`config.mk`:
```
export PLATFORM = sky130hd
export DESIGN_NAME = wdog_beat
export DESIGN_NICKNAME = d
export VERILOG_FILES = /design/src/rtl/wdog_beat.sv
export SDC_FILE = /design/constraint.sdc
export NUM_CORES = 1
export LEC_CHECK = 0
export BUFFER_PORTS_ARGS = -buffer_cell sky130_fd_sc_hd__buf_4
export CAP_MARGIN = 10
export CORE_MARGIN = 10
export CORE_UTILIZATION = 50
export CTS_CLUSTER_DIAMETER = 100
export DETAILED_ROUTE_END_ITERATION = 8
export PLACE_DENSITY = 0.68
export SLEW_MARGIN = 20
export SYNTH_ARGS = -nofsm -noshare
export SYNTH_HDL_FRONTEND = slang
export SYNTH_SLANG_ARGS = --single-unit
export TNS_END_PERCENT = 5
```
`constraint.sdc`:
```
create_clock -name clk -period 8.2 [get_ports clk]
set_input_delay 0.82 -clock clk [delete_from_list [all_inputs] [get_ports clk]]
set_output_delay 0.82 -clock clk [all_outputs]
set_load 0.03 [all_outputs]
```
`src/rtl/wdog_beat.sv`:
```
module wdog_beat #(
  parameter int CODE_W   = 7,
  parameter int CODE_MAX = 64,
  parameter int CODE_DEF = 20,
  parameter int STEP_48K = 480,
  parameter int STEP_44K = 441,
  parameter int STEP_32K = 320
) (
  input  logic              clk,
  input  logic              rst_n,
  input  logic              lrck,
  input  logic              en,
  input  logic              per_wr,
  input  logic [CODE_W-1:0] per_code,
  input  logic [1:0]        rate_sel,
  output logic              wd_pull
);

  localparam int STEP_MAX = (STEP_48K > STEP_44K) ?
                            ((STEP_48K > STEP_32K) ? STEP_48K : STEP_32K) :
                            ((STEP_44K > STEP_32K) ? STEP_44K : STEP_32K);
  localparam int MAXH = (CODE_MAX * STEP_MAX) / 2;
  localparam int CW   = $clog2(MAXH + 1);
  localparam int PW   = CW + 1;

  logic [2:0]        lr_s;
  logic              lr_rise;
  logic [CODE_W-1:0] pend_code, act_code, wr_code;
  logic [1:0]        act_rate;
  logic [PW-1:0]     step, prod;
  logic [CW-1:0]     half, cnt;
  logic              term;

  always_ff @(posedge clk or negedge rst_n)
    if (!rst_n) lr_s <= '0;
    else        lr_s <= {lr_s[1:0], lrck};

  assign lr_rise = lr_s[1] & ~lr_s[2];

  assign wr_code = (per_code == '0) ? CODE_W'(1) :
                   (per_code > CODE_W'(CODE_MAX)) ? CODE_W'(CODE_MAX) : per_code;

  always_comb
    case (act_rate)
      2'd1:    step = PW'(STEP_44K);
      2'd2:    step = PW'(STEP_32K);
      default: step = PW'(STEP_48K);
    endcase

  assign prod = PW'(act_code) * step;
  assign half = prod[PW-1:1];
  assign term = (cnt >= half - CW'(1));

  always_ff @(posedge clk or negedge rst_n)
    if (!rst_n)      pend_code <= CODE_W'(CODE_DEF);
    else if (per_wr) pend_code <= wr_code;

  always_ff @(posedge clk or negedge rst_n)
    if (!rst_n) begin
      cnt      <= '0;
      wd_pull  <= 1'b0;
      act_code <= CODE_W'(CODE_DEF);
      act_rate <= 2'd0;
    end else if (!en) begin
      cnt      <= '0;
      wd_pull  <= 1'b0;
      act_code <= pend_code;
      act_rate <= rate_sel;
    end else if (lr_rise) begin
      if (term) begin
        cnt      <= '0;
        wd_pull  <= ~wd_pull;
        act_code <= pend_code;
        act_rate <= rate_sel;
      end else begin
        cnt <= cnt + CW'(1);
      end
    end

endmodule

```
Word-level counts from Yosys, hierarchy flattened:

Index checks and enable logic that the tools add are counted.

* register bits after elaboration: 34
* input bits: 14
* output and inout bits: 1
* logic and storage cells: 35

* $add $sub $neg: 2
* multipliers: 1
* $lt $le $gt $ge: 2
* eq/ne operators: 4
* mux-type cells: 15
* bitwise logic cells: 3
* reduce and logical (&&, ||, !) cells: 2

Operators by type and width (number)
* $mux 14: 3
* $mux 7: 5
* $pmux 8 s2: 1
* $mul 7x15->15: 1
* $add 14x1->14 const B: 1
* $ge 14x14->1: 1
* $sub 14x1->14 const B: 1
* $gt 7x7->1 const B: 1
* $logic_not 7->1: 1
* $mux 2: 3
* $ne 2x1->1 const B: 2
* $mux 1: 3
* $eq 2x1->1 const B: 1
* $eq 2x2->1 const B: 1
* $not 1->1: 2
* $reduce_and 2->1: 1
* $and 1x1->1: 1

Longest topological paths before layout:

Gate-level depths: netlist of the first run.

* depth in word-level cells: 8
* depth in mapped cells: 28
* mapped depth without buffers: 25

Worst setup path before layout of the first run:

No wires, ideal clock.

* path kind: register to register
* start: register act_rate[1]
* end: register act_code[3]
* setup time: 0.128 ns
* data arrival time: 5.649 ns
* required time: 8.072 ns
* slack: 2.424 ns
* cell stages (with the launch flop): 27
* path buffers: 2
* clock period less this slack: 5.776 ns
* cells stage by stage: dfrtp_1 nor2b_1 and2_1 fa_1 ha_1 fa_1 inv_1 fa_1 inv_1 ha_1 buf_2 nand3_1 o211ai_2 a31oi_1 xor2_1 nand3_2 nor2_1 xnor2_1 ha_1 a21oi_1 nor2b_1 o21ai_0 o2111ai_1 a21oi_2 nor2_1 buf_2 mux2_1

* cells in the longest elaborated chain, start to end: 7
* elaborated cells on any way between the ends: 8
* classes of those cells: add/sub (1); mul (1); order compare (1); eq/ne (3); mux (1); reduce/logical (1)

Ends and longest elaborated chain
* start, declared: line 29 `logic [1:0] act_rate;`
* start signal, assigned: line 68 `act_rate <= rate_sel;`
* start signal, assigned: line 74 `act_rate <= rate_sel;`
* $eq 2x2->1 / $eq 2x1->1 (equally long branches): line 44 `case (act_rate)`
* $pmux 8 s2 (*): line 44
* $mul 7x15->15 (*): line 50 `assign prod = PW'(act_code) * step;`
* $sub 14x1->14 (*): line 52 `assign term = (cnt >= half - CW'(1));`
* $ge 14x14->1 (*): line 52
* $ne 2x1->1 (no line) (*)
* $reduce_and 2->1 (no line) (*)
* end signal, assigned: line 62 `act_code <= CODE_W'(CODE_DEF);`
* end signal, assigned: line 67 `act_code <= pend_code;`
* end signal, assigned: line 73 `act_code <= pend_code;`
* end, declared: line 28 `logic [CODE_W-1:0] pend_code, act_code, wr_code;`

Mark *: on every way between the ends. The rest lies on a longest branch, timed or not.
A chain may end at the register's enable or synchronous reset.

Final worst setup path of the first run:

* start: register act_rate[1]
* end: register act_code[0]

The elaborated chain is that of the path after synthesis.

==> flow_metrics.tcl, run 1 <==
set metrics [dict create \
    status "complete, no violations" \
    ys_top_cells_by_area "dfrtp_1, ha_1, fa_1" \
    endpoint "act_code[0]$_DFFE_PN0P_" \
    vias_per_cell 5.381 \
    drtAntennaViolNets 0 \
    wirelength_microns 6304 \
    finalCritPeriodShare_pct 81.29 \
    clock-sinks 34 \
    ir_drop_mv 0.1701 \
    vias 2373 \
    antenna_found_initial 0 \
    grt_max_degree 35 \
    layout.nets 446 \
    cts_hold_buf 0 \
    htree_num_levels 2 \
    finalPower_mw 1.068 \
    gp_congestion 0.7815 \
    timing.rr.start "act_rate[1]$_DFFE_PN0P_" \
    hold_slack_ns 0.3545 \
    setup_ws_ns 1.534 \
    top_layer "met4" \
    tritoncts "built" \
    diodes 0 \
    power.density_nw_per_um2 289.2 \
    netlist.area_leader.share_pct 22.27 \
    intPower_mw 0.6035 \
    rsz0062_at_grt "no" \
    seq_area_sq_um 855.8 \
    ys_types 45 \
    multi_input_area_sq_um 2361 \
    rr_worst_depth 22 \
    seq_area_frac_synth_pct 25.39 \
    met1Wirelength_microns 3126 \
    overflow 0 \
    final_common_cell "ha_1" \
    setup_tns_ns 0 \
    cts_root_buf "clkbuf_8" \
    synth_seq_cells 34 \
    setup_violations 0 \
    dp_hpwl_microns 5155 \
    comb_power_share_pct 63.7 \
    fin_crit_ns 6.666 \
    hold_path_class "reg2reg" \
    synth_nets 430 \
    portBuffers 14 \
    critical-path-top-delay-family "adder cells" \
    wl_met2_microns 2921 \
    cp_slowest_cell "nor2_1" \
    syn2layout_area_growth_pct 9.614 \
    crit_required_ns 8.38 \
    num_io_pins 15 \
    clock_power_share_pct 17.3 \
    endpoint_kind "flip-flop" \
    cts.clk_slew.worst_paths_ns 0.07 \
    fp.dieW_microns 102.1 \
    dpl_cell_area_sq_um 3557 \
    cp_num_buf_inv 2 \
    finClkSkew_ns 0.004771 \
    wl_per_cell_microns 14.29 \
    cp_cell_sequence "nor2b_1, and2_1, fa_1, ha_1, fa_1, inv_1, fa_1, inv_1, ha_1, nand3_1, o211ai_2, a31oi_1, xor2_1, nand3_2, nor4_2, xnor2_1, ha_1, nand4_1, o2111ai_1, a21oi_2, nor2_1, mux2_2" \
    leakagePower_nw 1.859 \
    grtUsageTotal_pct 13.01 \
    start_kind "flip-flop" \
    avgSynthCellArea_sq_um 9.714 \
    maxCapViolations 0 \
    hold_viol_final 0 \
    fmax_ghz 0.1500 \
    layout.cells.non_filler 441 \
    drt_iter0_drc 58 \
    reg2reg_to "act_code[0]$_DFFE_PN0P_" \
    die_area_sq_um 10430 \
    dp_slack_ns 1.510 \
    core_sq_um 6459 \
    max_slew.worst_pin.slew_ns 0.9888 \
    drive_gt1_share_pct 12.36 \
    path_class "reg2reg" \
    final_cell_area_sq_um 3695 \
    post-cts-setup-buffers 0 \
    grt_pass1_vias 2421 \
    seqPwrFrac_pct 18.9 \
    rows 29 \
    p_sw_share_pct 43.51 \
    start_util_pct 52.19 \
    slew_viol_final 0 \
    dr_wl_met3_microns 175 \
    synth_top_cell_by_area "dfrtp_1" \
    arrival_ns 6.84 \
    die_h_microns 102.1 \
    relSlewSlack_pct 33.84 \
    utilization_pct 57.21 \
    cts-resized-gates 0 \
    yosysWarnings 0 \
    worst-path-stages 22 \
    clock_latency_ns 0.29 \
    cp_slowest_stage_delay_ns 0.77 \
    syn-cell-area_sq_um 3371 \
    r2r_setup_slack_ns 1.53 \
    grt_pass1_wl_microns 11110 \
    drc 0 \
    switchingPower_mw 0.4649 \
    cts_max_path_buffers 2 \
    syn_inst 347 \
    cts_buffers 5 \
    cp-startpoint "act_rate[1]$_DFFE_PN0P_" \
    path_max_fanout 13 \
    num-fill-cells 540 \
    dr.pass1.iters 4 \
    final_cell_mix "ha_1, inv_1, dfrtp_1" \
    place_inst 433 \
]
-- Yosys cell counts, drive strengths merged --
cell type  number
xor2           14
dfrtp          30
nor3            6
dfstp           4
nand4           3
o21ai          14
a211oi          1
a21o            8
or2             3
o22a            1
nand2          16
a22oi           1
ha             50
xnor2          23
a31o            1
mux2i           2
inv            33
a31oi           2
o211ai          2
nor2b           7
a21oi          14
nand2b          3
a21boi          3
mux2           11
nor4            2
clkbuf          4
nor2           27
and3            2
nor3b           3
buf             3
nand3          12
nand3b          6
and2           16
fa             19
o2111ai         1
-- routing by layer --
layer	GRT usage, %	up-vias
met1	18.08	1128
met4	3.796	0
met2	20.44	36
met5	0	-
li1	-	1203
met3	1.957	6
-- worst min-delay path by stage --
| stage | start | endpoint | slack [ns] | depth (start not counted) |
|---|---|---|---|---|
| 2_1_floorplan | lr_s[0]$_DFF_PN0_ | lr_s[1]$_DFF_PN0_ | 0.33 | 0 |
| 3_3_place_gp | lr_s[0]$_DFF_PN0_ | lr_s[1]$_DFF_PN0_ | 0.33 | 0 |
| 3_5_place_dp | lr_s[0]$_DFF_PN0_ | lr_s[1]$_DFF_PN0_ | 0.34 | 0 |
| 4_1_cts | lr_s[0]$_DFF_PN0_ | lr_s[1]$_DFF_PN0_ | 0.36 | 0 |
| 5_1_grt | lr_s[0]$_DFF_PN0_ | lr_s[1]$_DFF_PN0_ | 0.37 | 0 |
| 6_report | lr_s[0]$_DFF_PN0_ | lr_s[1]$_DFF_PN0_ | 0.35 | 0 |
-- cells by family (layout without fill, tap and decap cells) --
group,Yosys count,count (layout),synth area share [%]
adders and majority gates,69,69,29.84
and+or+nand+nor,106,106,17.04
DFF,34,34,25.39
muxes,13,13,4.269
AOI/OAI and AO/OA,48,48,9.280
buffers and inverters,40,57,4.565
xor gates and xnor gates,37,37,9.614
-- final cells by class --
type                            count  share of cell area (%)
Tap cell                           77                   2.608
Timing Repair Buffer               16                   3.251
Clock inverter                      3                   1.863
Clock buffer                        5                   1.863
Sequential cell                    34                   23.16
Multi-Input combinational cell    273                   63.90
Inverter                           33                   3.353
-- power groups by stage --
| stage | logic [mW] | registers [mW] | clock network [mW] |
|---|---|---|---|
| detailed placement | 0.676 | 0.205 | 0 |
| CTS | 0.687 | 0.202 | 0.190 |
| global route | 0.777 | 0.205 | 0.196 |
| finish | 0.681 | 0.202 | 0.185 |
| floorplan | 0.551 | 0.200 | 0 |
| global placement | 0.669 | 0.205 | 0 |
-- sequential cells by signal, summed over array words and instances (netlist names) --
name / cells
cnt: 14
act_rate: 2
pend_code: 7
act_code: 7
lr_s: 3
wd_pull: 1
(Power assumes the default switching activity.)
==> inputs of run 2 (changes only) <==
==> constraint.sdc (replaced) <==
create_clock -name clk -period 6.6 [get_ports clk]
set_input_delay 0.66 -clock clk [delete_from_list [all_inputs] [get_ports clk]]
set_output_delay 0.66 -clock clk [all_outputs]
set_load 0.03 [all_outputs]
==> run 2 against run 1 <==
Against the previous run: sequential share of layout area grew 0.15 points; via count up 0.84%; maximum frequency rose by 8.5%; worst hold slack worse by 0.044 ns; final area is 0.64% lower; largest power group unchanged; power rose by 18%.
==> flow_metrics.tcl, run 2 (synthesis results as in run 1) <==
set metrics [dict create \
    fmax_ghz 0.1627 \
    final_common_cell "ha_1" \
    slew_viol_final 0 \
    die_h_microns 102.1 \
    path_max_fanout 20 \
    hold_path_class "in2async" \
    htree_num_levels 2 \
    gp_congestion 0.7884 \
    start_util_pct 52.19 \
    grt_max_degree 35 \
    die_area_sq_um 10430 \
    leakagePower_nw 1.850 \
    hold_slack_ns 0.3101 \
    dp_hpwl_microns 5302 \
    drive_gt1_share_pct 12.88 \
    num_io_pins 15 \
    hold_viol_final 0 \
    status "complete, no violations" \
    grtUsageTotal_pct 13.22 \
    fp.dieW_microns 102.1 \
    cp_num_buf_inv 3 \
    final_cell_area_sq_um 3671 \
    clock_latency_ns 0.29 \
    drtAntennaViolNets 0 \
    dpl_cell_area_sq_um 3557 \
    critical-path-top-delay-family "adder cells" \
    largest_reg_flops 14 \
    wirelength_microns 6333 \
    maxCapViolations 0 \
    largest-register "cnt" \
    max_slew.worst_pin.slew_ns 0.4767 \
    grt_pass1_wl_microns 11300 \
    crit_required_ns 6.77 \
    cts_root_buf "clkbuf_8" \
    setup_violations 0 \
    relSlewSlack_pct 68.11 \
    rows 29 \
    final_cell_mix "ha_1, inv_1, dfrtp_1" \
    clock-sinks 34 \
    tritoncts "built" \
    portBuffers 14 \
    vias_per_cell 5.414 \
    dr.pass1.iters 5 \
    grt_pass1_vias 2470 \
    top_regs "cnt (14), act_code (7), pend_code (7)" \
    layout.nets 447 \
    core_sq_um 6459 \
    dp_slack_ns 0.2260 \
    drc 0 \
    wl_per_cell_microns 14.33 \
    syn2layout_area_growth_pct 8.909 \
    vias 2393 \
    endpoint_kind "flip-flop" \
    setup_ws_ns 0.4546 \
    drt_iter0_drc 77 \
    cts_max_path_buffers 2 \
    cts.clk_slew.worst_paths_ns 0.07 \
    finalPower_mw 1.260 \
    antenna_found_initial 0 \
    arrival_ns 6.31 \
    ir_drop_mv 0.1950 \
    path_class "reg2reg" \
    cp_slowest_stage_delay_ns 0.54 \
    finClkSkew_ns 0.01037 \
    cts_buffers 5 \
    finalCritPeriodShare_pct 93.11 \
    cp_slowest_cell "fa_1" \
    diodes 0 \
    overflow 0 \
    power.density_nw_per_um2 343.3 \
    fin_crit_ns 6.145 \
    start_kind "flip-flop" \
]
## run 2: changes by cell type in the layout (fill, tap and decap cells not counted), sizes merged
cell and delta:
bufinv -2, clkbuf +2, buf +1
## run 2: area by class of cell
type | instances | area, sq um
fill | 570 | 2788
multi-input combinational | 273 | 2376
sequential | 34 | 855.8
timing repair buffer | 17 | 127.6
inverter | 33 | 123.9
tap | 77 | 96.34
clock buffer | 7 | 86.33
clock inverter | 1 | 5.005
## run 2: worst paths after layout
check	endpoint	slack, ns	start	cells after the start
worst min-delay path	pend_code[3]$_DFFE_PN0P_	0.31	rst_n	1
min in group clk	lr_s[1]$_DFF_PN0_	0.36	lr_s[0]$_DFF_PN0_	0
worst min register to register	lr_s[1]$_DFF_PN0_	0.36	lr_s[0]$_DFF_PN0_	0
worst max register to register	act_code[6]$_DFFE_PN0P_	0.45	act_rate[1]$_DFFE_PN0P_	25
worst max-delay path	act_code[6]$_DFFE_PN0P_	0.45	act_rate[1]$_DFFE_PN0P_	25
max in group asynchronous	pend_code[2]$_DFFE_PN1P_	5.96	rst_n	1
## run 2: per-layer routing
metal  global-route usage, %  part of all wire (%)  up-vias
met5                       0                     0        -
met4                   3.796                   1.3        0
met3                   1.822                   2.7        6
met2                   21.33                    47       32
met1                   18.03                    49     1150
li1                        -                     -     1205
## run 2: what timing repair did
| item | CTS | global route |
|---|---|---|
| gates resized for setup | 0 | 3 |
| setup endpoints to repair | 0 | 20 |
| hold buffers | 0 | 0 |
| buffers inserted | 0 | 1 |
## run 2: power by group
part | switching (mW) | internal, mW | total, mW | leakage [nW]
Sequential | 0.0230 | 0.228 | 0.251 | 0.433
Combinational | 0.477 | 0.377 | 0.853 | 1.37
Clock | 0.0713 | 0.0841 | 0.155 | 0.0482
## run 2: metrics by stage
step | util (%) | TNS, ns | instances
final | 56.84 | 0 | 442
after global routing | 56.84 | -0.004443 | 442
after CTS | 56.49 | 0 | 441
after detailed placement | 55.08 | 0 | 433
after global placement | 55.08 | 0 | 433
after floorplan | - | 0 | 347
